### config.mk
export PLATFORM = sky130hd
export DESIGN_NAME = exc_arbiter
export DESIGN_NICKNAME = d
export VERILOG_FILES = /design/src/rtl/exc_pkg.sv /design/src/rtl/exc_candidates.sv /design/src/rtl/exc_pick.sv /design/src/rtl/exc_arbiter.sv
export SDC_FILE = /design/constraint.sdc
export NUM_CORES = 1
export LEC_CHECK = 0
export ABC_AREA = 1
export BUFFER_PORTS_ARGS = -buffer_cell sky130_fd_sc_hd__buf_2
export CORE_ASPECT_RATIO = 0.5
export CORE_UTILIZATION = 45
export DETAILED_ROUTE_END_ITERATION = 10
export GPL_ROUTABILITY_DRIVEN = 1
export GPL_TIMING_DRIVEN = 0
export PLACE_DENSITY_LB_ADDON = 0.08
export SLEW_MARGIN = 0
export SYNTH_ARGS = -nofsm -noshare
export SYNTH_HDL_FRONTEND = slang
export SYNTH_SLANG_ARGS = --single-unit
### constraint.sdc
create_clock -name clk -period 1.8 [get_ports clk]
set_input_delay 0.45 -clock clk [delete_from_list [all_inputs] [get_ports clk]]
set_output_delay 0.45 -clock clk [all_outputs]
set_load 0.03 [all_outputs]
### src/rtl/exc_pkg.sv
package exc_pkg;
  localparam int LVL_W   = 4;
  localparam int UPRIO_W = 3;
  typedef logic [LVL_W-1:0] lvl_t;
endpackage

### src/rtl/exc_candidates.sv
module exc_candidates
  import exc_pkg::*;
#(
  parameter int N_IRQ    = 54,
  parameter int N_TRAP   = 4,
  parameter int TRAP_TOP = 15,
  localparam int N_VEC   = N_TRAP + N_IRQ
) (
  input  logic [N_IRQ-1:0]             irq_pend,
  input  logic [N_IRQ-1:0]             irq_en,
  input  logic [UPRIO_W*N_IRQ-1:0]     irq_prio,
  input  logic [N_TRAP-1:0]            trap_req,
  input  lvl_t                         cur_lvl,
  output logic [N_VEC-1:0][LVL_W-1:0]  cand_prio
);
  // A zero entry means "not a candidate": any candidate's priority exceeds cur_lvl >= 0.
  for (genvar j = 0; j < N_TRAP; j++) begin : g_trap
    localparam lvl_t FIXED = LVL_W'(TRAP_TOP - j);
    assign cand_prio[j] = (trap_req[j] && (FIXED > cur_lvl)) ? FIXED : '0;
  end

  for (genvar i = 0; i < N_IRQ; i++) begin : g_irq
    lvl_t p;
    assign p = {1'b0, irq_prio[UPRIO_W*i +: UPRIO_W]};
    assign cand_prio[N_TRAP+i] = (irq_pend[i] && irq_en[i] && (p > cur_lvl)) ? p : '0;
  end
endmodule

### src/rtl/exc_pick.sv
module exc_pick
  import exc_pkg::*;
#(
  parameter int N_VEC  = 58,
  localparam int VEC_W = $clog2(N_VEC)
) (
  input  logic [N_VEC-1:0][LVL_W-1:0] cand_prio,
  output logic                        found,
  output logic [VEC_W-1:0]            win_idx,
  output lvl_t                        win_prio
);
  // Strict compare while scanning upward keeps the lowest index on ties.
  always_comb begin
    win_prio = '0;
    win_idx  = '0;
    for (int i = 0; i < N_VEC; i++) begin
      if (cand_prio[i] > win_prio) begin
        win_prio = cand_prio[i];
        win_idx  = VEC_W'(i);
      end
    end
    found = (win_prio != '0);
  end
endmodule

### src/rtl/exc_arbiter.sv
module exc_arbiter
  import exc_pkg::*;
#(
  parameter int N_IRQ    = 54,
  parameter int N_TRAP   = 4,
  parameter int TRAP_TOP = 15,
  localparam int N_VEC   = N_TRAP + N_IRQ,
  localparam int VEC_W   = $clog2(N_VEC)
) (
  input  logic                     clk,
  input  logic                     rst_n,
  input  logic [N_IRQ-1:0]         irq_pend,
  input  logic [N_IRQ-1:0]         irq_en,
  input  logic [UPRIO_W*N_IRQ-1:0] irq_prio,
  input  logic [N_TRAP-1:0]        trap_req,
  input  logic [LVL_W-1:0]         cur_lvl,
  output logic                     take,
  output logic [VEC_W-1:0]         vec_idx,
  output logic [LVL_W-1:0]         new_lvl,
  output logic [N_IRQ-1:0]         irq_ack,
  output logic [N_TRAP-1:0]        trap_ack
);
  logic [N_VEC-1:0][LVL_W-1:0] cand_prio;
  logic             found;
  logic [VEC_W-1:0] win_idx;
  lvl_t             win_prio;

  exc_candidates #(.N_IRQ(N_IRQ), .N_TRAP(N_TRAP), .TRAP_TOP(TRAP_TOP)) u_cand (
    .irq_pend(irq_pend), .irq_en(irq_en), .irq_prio(irq_prio),
    .trap_req(trap_req), .cur_lvl(cur_lvl), .cand_prio(cand_prio)
  );

  exc_pick #(.N_VEC(N_VEC)) u_pick (
    .cand_prio(cand_prio), .found(found), .win_idx(win_idx), .win_prio(win_prio)
  );

  // One idle cycle after each take lets the CPU level and the source flag update.
  always_ff @(posedge clk or negedge rst_n) begin
    if (!rst_n) begin
      take    <= 1'b0;
      vec_idx <= '0;
      new_lvl <= '0;
    end else begin
      take <= found && !take;
      if (found && !take) begin
        vec_idx <= win_idx;
        new_lvl <= win_prio;
      end
    end
  end

  for (genvar j = 0; j < N_TRAP; j++) begin : g_tack
    assign trap_ack[j] = take && (vec_idx == VEC_W'(j));
  end
  for (genvar i = 0; i < N_IRQ; i++) begin : g_iack
    assign irq_ack[i] = take && (vec_idx == VEC_W'(N_TRAP + i));
  end

  assert_single_pulse_R8: assert property (@(posedge clk) disable iff (!rst_n)
    take |=> !take);

  assert_level_raised_R2: assert property (@(posedge clk) disable iff (!rst_n)
    $rose(take) |-> (new_lvl > $past(cur_lvl)));

  assert_ack_onehot_R9: assert property (@(posedge clk) disable iff (!rst_n)
    $onehot0({irq_ack, trap_ack}));

  assert_ack_with_take_R9: assert property (@(posedge clk) disable iff (!rst_n)
    (|{irq_ack, trap_ack}) |-> take);

  assert_trap_first_R6: assert property (@(posedge clk) disable iff (!rst_n)
    ($rose(take) && (vec_idx >= VEC_W'(N_TRAP)) && ($past(cur_lvl) < LVL_W'(8)))
      |-> ($past(trap_req) == '0));
endmodule

==> out/metrics.cfg <==
[clocking]
worstSkewPairLatency_ns = 0.24
cts.sinks = 11
cts_buffer_depth = 2
htreeDepth = 1
cts_made_buffers = 3
cts-root-buf = clkbuf_16
cts_tree = done
clkSlewWorstSetupHoldPaths_ns = 0.04
holdBufCountCts = 0

[final_layout]
final_nets = 3517
drive_gt1_frac = 0.523
layout.cells.non_filler = 3298
area_delta_synth_final_pct = 73.2

[power_and_ir_drop]
powerDensity_nw_per_um2 = 820
p_int_mw = 8.65
p_switching_mw = 9.92
combPwrFrac = 0.949
worst_ir_drop_vdd_mv = 0.836
p_leak_nw = 11.8
switching_share = 0.534
pwr-share-clk = 0.022
p_seq_frac = 0.029

[drt]
antenna_left = 0
num_vias = 18042
first_pass_iters = 5
drc_errors = 0
drt_wl_total_mm = 54.7
drt-vias-per-instance = 5.47
wl_per_cell_um = 16.6
drt_iter0_markers = 920

[sta]
tightest_slew_ns = 0.954
slew_viol_final = 0
worst_slack_ns = -52.47
skew_ns = 0.00185
final.period_utilization = 30.2
fmax_mhz = 18.4
max_slew_margin = 0.357
rsz0062_at_grt = yes
hold_viol = 0
final-setup-viol-count = 69
period_minus_slack_ns = 54.27
hold_ws_ns = 0.0873

[synth]
synth.distinct_cells = 32
synth_area_leaders = ha_1, inv_1, nand2_1, nor2_1, nand3_1
synthTopCellsByCount = inv_1, nand2_1, nor2_1
synth.most_common_cell = inv_1
ys_ff_latch = 11
synth_async_sr_flop_share = 1.00
avgSynthCellArea_sq_um = 5.70
yosys_warnings = 0
syn_area_sq_um = 13100
synth_cells = 2296
synth_top_area_share = 0.312
synth_flop_cell = dfrtp_1
ys_seq_area_frac = 0.0210
synth-edff-count = 0
synth_nets = 2902
yosys.area.top_type = ha_1

[worst_setup_path]
timing.rr.end = new_lvl[2]
rr_worst_depth = 7
cp-end-kind = register
max_stage_delay_ns = 0.34
crit_path_end = new_lvl[2]
worstSetupStartpoint = cur_lvl[2]
cp_slowest_cell = ha_1
crit_arrival_ns = 54.45
path_class = in2reg
timing.rr.start = take
path_common_cell = a21oi_2
worstPathRequired_ns = 1.97
r2r_setup_slack_ns = 0.40
worstPathMaxFanout = 6
startpoint_type = input port

[placed_design]
dp_hpwl_mm = 32.7
routabilityCongestion = 0.933
port-buffer-count = 348
placed_cells = 3027

[global_routing]
grt_pass1_wl_mm = 71.8
overflow = 0
track_usage = 0.288
grt_max_degree = 30
grt_pass1_vias = 15855
antenna_found_initial = 6

[die]
placementRows = 43
core_area_sq_um = 28100
die_w_um = 243
start_util = 0.465
io_pins = 349
die_area_sq_um = 29800
die_y_um = 123

[status]
status = finished with violations
violations = negative setup slack

[hold_path]
hp-class = in2async

[flow_run]
cap_violations = 0

-- per-layer routing --
| metal | vias up | share of wire | GRT usage |
|---|---|---|---|
| li1 | 8730 | - | - |
| met1 | 8458 | 0.40 | 0.363 |
| met2 | 688 | 0.51 | 0.535 |
| met3 | 166 | 0.055 | 0.0195 |
| met4 | 0 | 0.039 | 0.0731 |
| met5 | - | 0 | 0 |
-- critical path, delay by kind of cell --
family | cells | cell delay (ns)
buf+inv | 128 | 11.12
compound gates | 73 | 10.14
fa+ha+maj | 53 | 11.56
simple gates | 206 | 20.92
-- through the flow --
stage | setup slack [ns] | instance area (sq um) | setup TNS [ns] | power [mW] | util
floorplan | -47.89 | 13700 | -527.97 | 7.99 | -
global placement | -54.83 | 15900 | -607.40 | 10.0 | 0.566
detailed placement | -55.39 | 15900 | -613.75 | 10.2 | 0.567
CTS | -50.14 | 19200 | -564.88 | 13.9 | 0.683
global route | -55.35 | 22700 | -621.73 | 19.9 | 0.805
finish | -52.47 | 22700 | -587.90 | 18.6 | 0.805
-- flip-flops by register name, indices dropped and copies added (netlist names) --
name / cells
vec_idx: 6
take: 1
new_lvl: 4
-- final cells by class --
type | instances | area, sq um
repair buffers | 607 | 3990
clock inverters | 1 | 5.00
plain buffers | 17 | 141
multi-input cells | 1766 | 15700
inverters | 502 | 1980
diodes | 6 | 15.0
repair inverters | 3 | 18.8
clock buffers | 3 | 75.1
well taps | 382 | 478
flip-flops and latches | 11 | 283
fillers | 1850 | 5490
-- cell families (layout without fill, tap and decap cells) --
family,Yosys count,in the layout,synth area share
DFF,11,11,0.0210
and+or+nand+nor,1079,1079,0.359
adders and majority gates,326,326,0.312
other,0,6,0
buffers and inverters,519,1133,0.151
AOI/OAI and AO/OA,361,361,0.158
-- cells in the final DEF, fill, tap and decap left out, types with 74 or more instances in the layout --
cell / instances
a21oi_2: 95
buf_2: 332
buf_4: 234
ha_1: 202
ha_4: 115
inv_1: 399
nand2_1: 215
nand2_2: 157
nand3_1: 90
nand3_2: 119
nand3_4: 74
nor2_1: 245
nor2_4: 90
-- power by group through the flow --
| stage | Clock (mW) | Sequential, mW | Combinational [mW] |
|---|---|---|---|
| 2_1_floorplan | 0 | 0.679 | 7.31 |
| 4_1_cts | 0.408 | 0.515 | 13.0 |
| 6_report | 0.409 | 0.541 | 17.6 |
| 5_1_grt | 0.429 | 0.550 | 18.9 |
| 3_5_place_dp | 0 | 0.505 | 9.68 |
| 3_3_place_gp | 0 | 0.506 | 9.52 |
-- how the worst min path moves through the flow --
stage | slack [ns] | endpoint | startpoint | cells after the start
6_report | 0.09 | new_lvl[0] | rst_n | 1
5_1_grt | 0.1 | vec_idx[3] | rst_n | 1
4_1_cts | 0.09 | vec_idx[4] | rst_n | 1
3_5_place_dp | 0.34 | new_lvl[0] | rst_n | 1
3_3_place_gp | 0.33 | new_lvl[0] | rst_n | 1
2_1_floorplan | 0.15 | new_lvl[0] | rst_n | 0
-- repair_timing --
action                                  4_1_cts  5_1_grt
setup buffers                               159       96
resized for setup                           401      583
pin swaps                                   211      255
endpoints found under the setup margin       69       69
cloned                                        6        2
(Power assumes the default switching activity.)
